==> src/rtl/sdram_seq_pkg.sv <==
package sdram_seq_pkg;
  // {csN, rasN, casN, weN}
  typedef enum logic [3:0] {
    CMD_NOP = 4'b0111,
    CMD_ACT = 4'b0011,
    CMD_RD  = 4'b0101,
    CMD_WR  = 4'b0100,
    CMD_PRE = 4'b0010,
    CMD_REF = 4'b0001
  } sdCmd_e;

  typedef struct packed {
    sdCmd_e cmd;
    logic   useRow;
    logic   a10;
    logic   driveData;
    logic   latchReq;
    logic   captureRd;
    logic   setOpen;
    logic   clearBank;
    logic   clearAll;
  } ctlStrobe_t;
endpackage

==> src/rtl/sdram_seq_dp.sv <==
module sdram_seq_dp
  import sdram_seq_pkg::*;
#(
  parameter int ROW_W  = 12,
  parameter int BANK_W = 2,
  parameter int COL_W  = 8,
  parameter int DATA_W = 32
) (
  input  logic                              clk,
  input  logic                              rstN,
  input  ctlStrobe_t                        st,
  input  logic [ROW_W+BANK_W+COL_W-1:0]     reqAddr,
  input  logic [DATA_W-1:0]                 reqWdata,
  input  logic [DATA_W/8-1:0]               reqBe,
  input  logic [DATA_W-1:0]                 sdDqIn,
  output logic                              inOpen,
  output logic                              inHit,
  output logic [DATA_W-1:0]                 respRdata,
  output logic                              sdCsN,
  output logic                              sdRasN,
  output logic                              sdCasN,
  output logic                              sdWeN,
  output logic [BANK_W-1:0]                 sdBa,
  output logic [ROW_W-1:0]                  sdAddr,
  output logic [DATA_W/8-1:0]               sdDqm,
  output logic [DATA_W-1:0]                 sdDqOut,
  output logic                              sdDqOe
);
  localparam int NBANK   = 1 << BANK_W;
  localparam int BE_W    = DATA_W / 8;
  localparam int A10_POS = 10;

  logic [ROW_W-1:0]  latRow;
  logic [BANK_W-1:0] latBank;
  logic [COL_W-1:0]  latCol;
  logic [DATA_W-1:0] latWdata;
  logic [BE_W-1:0]   latBe;

  logic [NBANK-1:0]  openVld;
  logic [ROW_W-1:0]  openRow [NBANK];

  logic [ROW_W-1:0]  inRow;
  logic [BANK_W-1:0] inBank;
  assign inRow  = reqAddr[COL_W+BANK_W +: ROW_W];
  assign inBank = reqAddr[COL_W +: BANK_W];

  always_ff @(posedge clk or negedge rstN) begin
    if (!rstN) begin
      latRow   <= '0;
      latBank  <= '0;
      latCol   <= '0;
      latWdata <= '0;
      latBe    <= '0;
    end else if (st.latchReq) begin
      latRow   <= inRow;
      latBank  <= inBank;
      latCol   <= reqAddr[COL_W-1:0];
      latWdata <= reqWdata;
      latBe    <= reqBe;
    end
  end

  // per-bank open-row record
  for (genvar b = 0; b < NBANK; b++) begin : g_bank
    logic             vldQ;
    logic [ROW_W-1:0] rowQ;
    always_ff @(posedge clk or negedge rstN) begin
      if (!rstN) begin
        vldQ <= 1'b0;
        rowQ <= '0;
      end else if (st.clearAll) begin
        vldQ <= 1'b0;
      end else if (latBank == BANK_W'(b)) begin
        if (st.setOpen) begin
          vldQ <= 1'b1;
          rowQ <= latRow;
        end else if (st.clearBank) begin
          vldQ <= 1'b0;
        end
      end
    end
    assign openVld[b] = vldQ;
    assign openRow[b] = rowQ;
  end

  assign inOpen = openVld[inBank];
  assign inHit  = inOpen && (openRow[inBank] == inRow);

  logic [ROW_W-1:0] colWord;
  always_comb begin
    colWord = '0;
    colWord[COL_W-1:0] = latCol;
    colWord[A10_POS] = st.a10;
  end

  assign {sdCsN, sdRasN, sdCasN, sdWeN} = st.cmd;
  assign sdBa    = latBank;
  assign sdAddr  = st.useRow ? latRow : colWord;
  assign sdDqm   = st.driveData ? ~latBe : '0;
  assign sdDqOut = latWdata;
  assign sdDqOe  = st.driveData;

  always_ff @(posedge clk or negedge rstN) begin
    if (!rstN) respRdata <= '0;
    else if (st.captureRd) respRdata <= sdDqIn;
  end

  // a column command without auto-precharge targets the recorded open row
  p_hit_col_r4: assert property (@(posedge clk) disable iff (!rstN)
    ((st.cmd == CMD_RD || st.cmd == CMD_WR) && !st.a10)
      |-> (openVld[latBank] && openRow[latBank] == latRow));
  // never activate a bank that still holds an open row
  p_act_closed_r5: assert property (@(posedge clk) disable iff (!rstN)
    (st.cmd == CMD_ACT) |-> !openVld[latBank]);
  // refresh only reaches the device with every bank closed
  p_ref_closed_r8: assert property (@(posedge clk) disable iff (!rstN)
    (st.cmd == CMD_REF) |-> (openVld == '0));
  // one data beat per write
  p_one_beat_r6: assert property (@(posedge clk) disable iff (!rstN)
    sdDqOe |=> !sdDqOe);
endmodule

==> src/rtl/sdram_seq_ctl.sv <==
module sdram_seq_ctl
  import sdram_seq_pkg::*;
#(
  parameter int T_RCD = 2,
  parameter int T_WR  = 2,
  parameter int T_RP  = 2,
  parameter int T_CL  = 2,
  parameter int T_RFC = 4
) (
  input  logic       clk,
  input  logic       rstN,
  input  logic       modeOpenRow,
  input  logic       dualRegion,
  input  logic       refreshReq,
  input  logic       reqValid,
  input  logic       reqWrite,
  input  logic       inOpen,
  input  logic       inHit,
  output ctlStrobe_t st,
  output logic       reqReady,
  output logic       respDone
);
  localparam int CNT_W = $clog2(T_RCD + T_WR + T_RP + T_CL + T_RFC + 1);

  typedef enum logic [3:0] {
    S_IDLE, S_PRE, S_ACT, S_COL, S_WAIT, S_RECOV, S_CAPT, S_FIN, S_PREALL, S_REF
  } state_e;

  state_e           state, stateN, tgt, tgtN, waitTgt;
  logic [CNT_W-1:0] cnt, cntN, waitLen;
  logic             doWait;
  logic             refPend, refPendN;
  logic             latWr, latWrN, latAuto, latAutoN;

  always_ff @(posedge clk or negedge rstN) begin
    if (!rstN) begin
      state   <= S_IDLE;
      tgt     <= S_IDLE;
      cnt     <= '0;
      refPend <= 1'b0;
      latWr   <= 1'b0;
      latAuto <= 1'b1;
    end else begin
      state   <= stateN;
      tgt     <= tgtN;
      cnt     <= cntN;
      refPend <= refPendN;
      latWr   <= latWrN;
      latAuto <= latAutoN;
    end
  end

  always_comb begin
    st       = '{cmd: CMD_NOP, default: 1'b0};
    stateN   = state;
    tgtN     = tgt;
    cntN     = cnt;
    refPendN = refPend | refreshReq;
    latWrN   = latWr;
    latAutoN = latAuto;
    reqReady = 1'b0;
    respDone = 1'b0;
    doWait   = 1'b0;
    waitLen  = '0;
    waitTgt  = S_IDLE;
    unique case (state)
      S_IDLE: begin
        reqReady = !refPend && !refreshReq;
        if (refPend || refreshReq) begin
          stateN = S_PREALL;
        end else if (reqValid) begin
          st.latchReq = 1'b1;
          latWrN   = reqWrite;
          latAutoN = !(modeOpenRow && !dualRegion);
          if (inOpen && (!(modeOpenRow && !dualRegion) || !inHit)) stateN = S_PRE;
          else if (inOpen) stateN = S_COL;
          else stateN = S_ACT;
        end
      end
      S_PRE: begin
        st.cmd = CMD_PRE;
        st.clearBank = 1'b1;
        doWait = 1'b1; waitLen = CNT_W'(T_RP); waitTgt = S_ACT;
      end
      S_ACT: begin
        st.cmd = CMD_ACT;
        st.useRow = 1'b1;
        st.setOpen = !latAuto;
        doWait = 1'b1; waitLen = CNT_W'(T_RCD); waitTgt = S_COL;
      end
      S_COL: begin
        st.cmd = latWr ? CMD_WR : CMD_RD;
        st.a10 = latAuto;
        st.clearBank = latAuto;
        st.driveData = latWr;
        doWait = 1'b1;
        if (latWr) begin
          waitLen = CNT_W'(T_WR);
          waitTgt = latAuto ? S_RECOV : S_FIN;
        end else begin
          waitLen = CNT_W'(T_CL);
          waitTgt = S_CAPT;
        end
      end
      S_CAPT: begin
        st.captureRd = 1'b1;
        if (latAuto) begin
          doWait = 1'b1; waitLen = CNT_W'(T_RP); waitTgt = S_FIN;
        end else begin
          stateN = S_FIN;
        end
      end
      S_RECOV: begin
        doWait = 1'b1; waitLen = CNT_W'(T_RP); waitTgt = S_FIN;
      end
      S_FIN: begin
        respDone = 1'b1;
        stateN = S_IDLE;
      end
      S_PREALL: begin
        st.cmd = CMD_PRE;
        st.a10 = 1'b1;
        st.clearAll = 1'b1;
        doWait = 1'b1; waitLen = CNT_W'(T_RP); waitTgt = S_REF;
      end
      S_REF: begin
        st.cmd = CMD_REF;
        refPendN = refreshReq;
        doWait = 1'b1; waitLen = CNT_W'(T_RFC); waitTgt = S_IDLE;
      end
      S_WAIT: begin
        if (cnt <= CNT_W'(1)) stateN = tgt;
        else cntN = cnt - 1'b1;
      end
      default: stateN = S_IDLE;
    endcase
    if (doWait) begin
      if (waitLen <= CNT_W'(1)) begin
        stateN = waitTgt;
      end else begin
        stateN = S_WAIT;
        cntN   = waitLen - 1'b1;
        tgtN   = waitTgt;
      end
    end
  end

  // completion is a single-cycle pulse
  p_done_pulse_r11: assert property (@(posedge clk) disable iff (!rstN)
    respDone |=> !respDone);
  // an accepted request makes the block busy on the next cycle
  p_busy_after_accept_r11: assert property (@(posedge clk) disable iff (!rstN)
    (reqValid && reqReady) |=> !reqReady);
endmodule

==> src/rtl/sdram_seq.sv <==
module sdram_seq
  import sdram_seq_pkg::*;
#(
  parameter int ROW_W  = 12,
  parameter int BANK_W = 2,
  parameter int COL_W  = 8,
  parameter int DATA_W = 32,
  parameter int T_RCD  = 2,
  parameter int T_WR   = 2,
  parameter int T_RP   = 2,
  parameter int T_CL   = 2,
  parameter int T_RFC  = 4
) (
  input  logic                          clk,
  input  logic                          rstN,
  input  logic                          modeOpenRow,
  input  logic                          dualRegion,
  input  logic                          refreshReq,
  input  logic                          reqValid,
  input  logic                          reqWrite,
  input  logic [ROW_W+BANK_W+COL_W-1:0] reqAddr,
  input  logic [DATA_W-1:0]             reqWdata,
  input  logic [DATA_W/8-1:0]           reqBe,
  output logic                          reqReady,
  output logic                          respDone,
  output logic [DATA_W-1:0]             respRdata,
  output logic                          sdCsN,
  output logic                          sdRasN,
  output logic                          sdCasN,
  output logic                          sdWeN,
  output logic [BANK_W-1:0]             sdBa,
  output logic [ROW_W-1:0]              sdAddr,
  output logic [DATA_W/8-1:0]           sdDqm,
  output logic [DATA_W-1:0]             sdDqOut,
  output logic                          sdDqOe,
  input  logic [DATA_W-1:0]             sdDqIn
);
  ctlStrobe_t st;
  logic inOpen, inHit;

  sdram_seq_ctl #(
    .T_RCD(T_RCD), .T_WR(T_WR), .T_RP(T_RP), .T_CL(T_CL), .T_RFC(T_RFC)
  ) u_ctl (
    .clk(clk), .rstN(rstN), .modeOpenRow(modeOpenRow), .dualRegion(dualRegion),
    .refreshReq(refreshReq), .reqValid(reqValid), .reqWrite(reqWrite),
    .inOpen(inOpen), .inHit(inHit), .st(st), .reqReady(reqReady), .respDone(respDone)
  );

  sdram_seq_dp #(
    .ROW_W(ROW_W), .BANK_W(BANK_W), .COL_W(COL_W), .DATA_W(DATA_W)
  ) u_dp (
    .clk(clk), .rstN(rstN), .st(st), .reqAddr(reqAddr), .reqWdata(reqWdata),
    .reqBe(reqBe), .sdDqIn(sdDqIn), .inOpen(inOpen), .inHit(inHit),
    .respRdata(respRdata), .sdCsN(sdCsN), .sdRasN(sdRasN), .sdCasN(sdCasN),
    .sdWeN(sdWeN), .sdBa(sdBa), .sdAddr(sdAddr), .sdDqm(sdDqm),
    .sdDqOut(sdDqOut), .sdDqOe(sdDqOe)
  );
endmodule

==> config.mk <==
export PLATFORM = sky130hd
export DESIGN_NAME = sdram_seq
export DESIGN_NICKNAME = d
export VERILOG_FILES = /design/src/rtl/sdram_seq_pkg.sv /design/src/rtl/sdram_seq_dp.sv /design/src/rtl/sdram_seq_ctl.sv /design/src/rtl/sdram_seq.sv
export SDC_FILE = /design/constraint.sdc
export NUM_CORES = 1
export LEC_CHECK = 0
export BUFFER_PORTS_ARGS = -buffer_cell sky130_fd_sc_hd__buf_4
export CORE_UTILIZATION = 25
export DETAILED_ROUTE_END_ITERATION = 16
export GPL_TIMING_DRIVEN = 0
export PLACE_DENSITY = 0.44
export SLEW_MARGIN = 15
export SYNTH_ARGS = -nofsm -noshare
export SYNTH_HDL_FRONTEND = slang
export SYNTH_SLANG_ARGS = --single-unit
export TNS_END_PERCENT = 20
==> constraint.sdc <==
create_clock -name clk -period 2.8 [get_ports clk]
set_input_delay 0.42 -clock clk [delete_from_list [all_inputs] [get_ports clk]]
set_output_delay 0.42 -clock clk [all_outputs]
set_load 0.005 [all_outputs]
# After elaboration in Yosys (flattened, before gate mapping)
# Index checks and enable logic that the tools add are counted.
word_totals:
  ff_bits: 157
  input_bits: 97
  output_inout_bits: 89
  word_cells: 135
op_classes:
  addsub: 2
  n_lt_le_gt_ge: 4
  eq_ne: 17
  muxes: 53
  bitwise: 6
  reduce_logical: 33
ops:
  columns: ["op", "count"]
  rows:
  - ["two-way mux 4 bit", 12]
  - ["two-way mux 12 bit", 3]
  - ["one-hot mux 4 bit (4 select lines)", 2]
  - ["two-way mux 1 bit", 25]
  - ["binary-select mux 12 bit (select 2 bit)", 1]
  - ["one-hot mux 4 bit (6 select lines)", 1]
  - ["equality test 4 x 3 -> 1 bit, second input constant", 4]
  - ["AND reduction 3 bit", 5]
  - ["equality test 12 bit", 1]
  - ["one-hot mux 4 bit (3 select lines)", 1]
  - ["AND reduction 2 bit", 5]
  - ["equality test 4 x 2 -> 1 bit, second input constant", 2]
  - ["equality test 4 bit, second input constant", 2]
  - ["<= comparator 4 x 1 -> 1 bit, second input constant", 2]
  - ["nonzero test 2 bit", 4]
  - ["subtractor 4 x 1 -> 4 bit, second input constant", 2]
  - ["zero test 1 bit", 6]
  - ["two-way mux 2 bit", 3]
  - ["one-hot mux 1 bit (2 select lines)", 3]
  - ["OR reduction 6 bit", 1]
  - ["OR reduction 5 bit", 1]
  - ["equality test 2 bit, second input constant", 2]
  - ["equality test 4 x 1 -> 1 bit, second input constant", 1]
  - ["logical AND 1 bit", 4]
  - ["19 further kinds", 22]

# Logic depth before layout (Yosys ltp)
logic_depth:
  word_depth: 14
  mapped_depth: 9
  ltp_nobuf: 7

# Hierarchy
# Synthesis repeated with hierarchy kept, for this count alone.
unflattened:
  cells_unflattened: 498
  hier_area_um2: 7128.1
by_module_without_submodules:
  columns: ["module", "n_inst", "cells_each", "area_each_um2", "seq_area_each_um2"]
  rows:
  - ["sdram_seq_dp", 1, 375, 5994.5, 3553.4]
  - ["sdram_seq_ctl", 1, 123, 1133.6, 376.6]

# Least setup slack after synthesis
# No wires, ideal clock.
synth_timing:
  kind: "reg-to-reg"
  from: "reg u_ctl.latAuto"
  to: "reg u_ctl.cnt[1]"
  setup_time_ns: 0.125
  t_arrival_ns: 2.160
  t_required_ns: 2.675
  setup_slack_ns: 0.516
  stages_incl_launch_ff: 9
  path_buffers: 1
  period_less_slack_ns: 2.284
  path_cell_list: "dfstp_2 -> nor2b_1 -> o21ai_0 -> a21oi_1 -> nor2_1 -> ha_1 -> o21ba_2 -> buf_2 -> mux2_2"
synth_via:
  elab_chain_len: 5
  word_cells_on_any_way: 8
  cone_classes: "1 x add/sub; 1 x order compare; 6 x mux"
synth_lines:
  columns: ["element", "line_no", "rtl"]
  rows:
  - ["from (decl)", "sdram_seq_ctl.sv:33", "logic latWr, latWrN, latAuto, latAutoN;"]
  - ["from (signal assigned)", "sdram_seq_ctl.sv:49", "latAuto <= latAutoN;"]
  - ["two-way mux 2 bit", "sdram_seq_ctl.sv:107", "if (latAuto) begin"]
  - ["one-hot mux 4 bit (3 select lines)", "sdram_seq_ctl.sv:66", "unique case (state)"]
  - ["subtractor 4 x 1 -> 4 bit / <= comparator 4 x 1 -> 1 bit (equally long branches)", "sdram_seq_ctl.sv:142, sdram_seq_ctl.sv:138", null]
  - ["two-way mux 4 bit", "sdram_seq_ctl.sv:138", "if (waitLen <= CNT_W'(1)) begin"]
  - ["two-way mux 4 bit *", "sdram_seq_ctl.sv:137", "if (doWait) begin"]
  - ["via u_ctl.cntN[1]", "sdram_seq_ctl.sv:30", "logic [CNT_W-1:0] cnt, cntN, waitLen;"]
  - ["to (signal assigned)", "sdram_seq_ctl.sv:46", "cnt <= cntN;"]
  - ["to (decl)", "sdram_seq_ctl.sv:30", null]
# Mark *: on every way through the listed nets, which the timed path passes. The rest lies on a longest branch.
# A chain may end at the register's enable or synchronous reset.

# Final worst setup path
layout_timing:
  from: "reg u_ctl.state[1]"
  to: "out sdAddr[5]"
layout_via:
  elab_chain_len: 3
layout_lines:
  columns: ["element", "line_no", "rtl"]
  rows:
  - ["from (decl)", "sdram_seq_ctl.sv:29", "state_e state, stateN, tgt, tgtN, waitTgt;"]
  - ["from (signal assigned)", "sdram_seq_ctl.sv:44", "state <= stateN;"]
  - ["equality test 4 x 2 -> 1 bit", "sdram_seq_ctl.sv:66", null]
  - ["two-way mux 1 bit", "sdram_seq_ctl.sv:66", null]
  - ["two-way mux 12 bit", "sdram_seq_dp.sv:98", "assign sdAddr = st.useRow ? latRow : colWord;"]
  - ["to (decl)", "sdram_seq.sv:32", "output logic [ROW_W-1:0] sdAddr,"]
# Every way passes these cells.

==> results.yml <==
cells_and_area:
  final_layout_size_suffix_gt1_frac: 0.567
  layout_common_cells: "182 x buf_4, 156 x dfrtp_1, 94 x mux2_2"
  mostFrequentLayoutCell: "buf_4"
  areaGrowthSynthToFinish_pct: 34.0
  n_antenna_cell: 0
  utilization: 0.340
  multi_input_area_um2: 3150
  seq_area_um2: 3930
  num-fill-cells: 2887
  design_area_um2: 9770
  fin_nets: 803
worst_setup_path:
  worst_path_max_delay_cell: "mux2_2"
  endpoint_kind: "primary output"
  path_buf_inv: 3
  worstPathArrival_ns: 2.17
  cp_cell_sequence: "clkbuf_1 -> and3_1 -> clkbuf_4 -> mux2_2 -> buf_4"
  cp_top_family: "buffers and inverters"
  startpoint_type: "register"
  critical_path_required_ns: 2.38
  cp_slowest_stage_delay_ns: 0.37
  cp_max_fo: 10
  crit_type: "reg2out"
placed_design:
  gp_congestion: 0.884
  dp_hpwl_um: 13300
  portBuffers: 182
  placed_area_um2: 9170
global_route:
  grt_antenna_before_repair: 0
  grt_pass1_wl_um: 29700
  grt_pass1_vias: 5087
  track_usage: 0.128
  overflow: 0
  grt_max_degree: 99
floorplan:
  dieArea_um2: 29800
  rows: 62
  initial_core_util: 0.254
  io_pins: 186
  die-width_um: 173
  die_h_um: 173
  core_um2: 28700
power:
  finalPower_w: 0.00896
  cellLeakagePower_nw: 5.00
  vdd_drop_max_mv: 0.389
  power.density_nw_per_um2: 917
routing:
  wl_um: 18500
  firstDrtPassIters: 4
  ant_nets: 0
  drt_iter0_drc: 201
  vias: 4765
  routedWlPerCell_um: 16.8
  drc_errors: 0
  detail_route.vias_per_cell: 4.33
yosys:
  synth_seq_cells: 157
  synth-edff-count: 0
  synth_top_family_by_area: "multiplexers"
  ys_warn_count: 0
  synth_top_cell_area_share: 0.535
  synth_ff_type: "dfrtp_1"
  synth_fa_ha_area_frac: 0.00515
  synthXorXnorAreaFrac: 0.0192
  async_flop_share: 1.00
  yosys-top-cells-area: "dfrtp_1 54%, mux2_2 15%, mux2_4 12%"
  synth_top_cell_by_area: "dfrtp_1"
  yosys.area_share.simple: 0.0517
  synth.avg_cell_area_um2: 14.6
  synth_compound_area_frac: 0.0441
  muxShareOfSynthArea: 0.310
  syn-num-nets: 600
  synth-seq-area-share: 0.539
  netlist_instances: 500
  yosys.cell_types.count: 53
  syn_area_um2: 7290
sta:
  hold_slack_ns: 0.218
  period_needed_ns: 2.59
  fin_skew_ns: 0.0102
  fmax_mhz: 386
  relSlewSlack: 0.380
  tightest_slew_ns: 0.922
  tns_ns: 0
  hold_violations: 0
  rsz0062_at_grt: "no"
  period_share: 0.926
  setup_viol: 0
  slew_viol_final: 0
clock_network:
  cts_sinks: 157
  insertion_delay_ns: 0.42
  clk_pin_slew_ns: 0.06
  cts_buffer_depth: 2
  cts.htree.levels: 4
  root_buffer: "clkbuf_16"
  cts_tree: "done"
  cts_buffers: 17
run_status:
  outcome: "finished clean"
job:
  maxCapViolations: 0
worst_hold_path:
  hp-class: "in2reg"
==> report_power, final <==
part           switching [W]  internal (W)  leakage [nW]
registers           0.000568       0.00304          2.11
clock network        0.00101       0.00127         0.275
logic                0.00114       0.00192          2.61
total                0.00272       0.00623          5.00
==> cell usage after synthesis, drive strengths merged, types with 2 or more instances <==
cell type  instances
dfrtp            156
mux2             152
buf               20
nor2              19
nand2             14
o21ai             14
mux4              11
xnor2             11
nor2b             10
a21oi              9
inv                8
clkbuf             7
mux2i              7
a21o               5
xor2               5
and2               4
and3               4
nand2b             4
ha                 3
nand4              3
nor3               3
o2111ai            3
or2                3
o211ai             2
o21a               2
o22a               2
or3b               2
or4                2
==> final timing paths <==
| check | startpoint | to | slack (ns) | cells after the start |
|---|---|---|---|---|
| setup / recovery | u_ctl.state[1] | sdAddr[5] | 0.21 | 5 |
| hold / removal | refreshReq | u_ctl.refPend | 0.22 | 2 |
| setup reg to reg | u_ctl.state[1] | u_ctl.tgt[0] | 0.22 | 8 |
| hold reg to reg | u_dp.g_bank[2].vldQ | u_dp.g_bank[2].vldQ | 0.48 | 1 |
| max in group asynchronous | rstN | u_ctl.latAuto | 1.42 | 3 |
| min in group asynchronous | rstN | u_dp.sdDqOut[20] | 0.51 | 2 |
==> metal layers <==
metal  up-vias  global-route usage  part of all wire
met5         -                   0                 0
met4         0              0.0299             0.011
met3        12              0.0301             0.049
met2       136               0.213              0.49
met1      2420               0.167              0.45
li1       2197                   -                 -
==> metrics by stage <==
stage / std cells / setup slack (ns)
after floorplan: 500 / 0.516
after CTS: 1100 / 0.0307
final: 1100 / 0.208
after detailed placement: 1067 / 0.131
after global routing: 1100 / 0.00216
after global placement: 1066 / 0.0896
==> layout make-up <==
| class | count | share of cell area |
|---|---|---|
| clock inverter | 13 | 0.0136 |
| multi-input combinational | 308 | 0.322 |
| sequential | 157 | 0.402 |
| timing repair buffer | 184 | 0.144 |
| clock buffer | 19 | 0.0453 |
| buffer | 27 | 0.0197 |
| inverter | 8 | 0.00307 |
| tap | 384 | 0.0492 |
==> worst reg2reg max path: stages (launching register included) <==
cell and delay (ns):
dfrtp_1 0.36, clkbuf_1 0.21, or2_2 0.40, nor2_2 0.29
nor2_1 0.13, ha_1 0.26, o21ba_2 0.25, buf_2 0.21
mux2_2 0.36
==> cell families (layout without fill, tap and decap cells) <==
kind of cell | Yosys count | after routing
flops | 157 | 157
simple gates | 70 | 70
other cells | 1 | 1
fa+ha+maj | 3 | 3
mux | 170 | 170
buf+inv | 35 | 251
xor+xnor | 16 | 16
compound gates | 48 | 48
==> flip-flops by register name, summed over array words and instances (netlist names) <==
| signal | cells |
|---|---|
| u_dp.g_bank.rowQ | 48 |
| u_dp.respRdata | 32 |
| u_dp.sdDqOut | 32 |
| u_dp.latRow | 12 |
| u_dp.latCol | 8 |
| u_ctl.cnt | 4 |
| u_ctl.state | 4 |
| u_ctl.tgt | 4 |
| u_dp.g_bank.vldQ | 4 |
| u_dp.latBe | 4 |
| u_dp.sdBa | 2 |
| u_ctl.latAuto | 1 |
| u_ctl.latWr | 1 |
| u_ctl.refPend | 1 |
==> what timing repair did <==
item | in CTS | in global routing
endpoints found under the hold margin | 59 | 0
setup endpoints to repair | 10 | 12
setup buffers | 0 | 0
hold buffers | 1 | 0
resized for setup | 1 | 4
(Power assumes the default switching activity.)
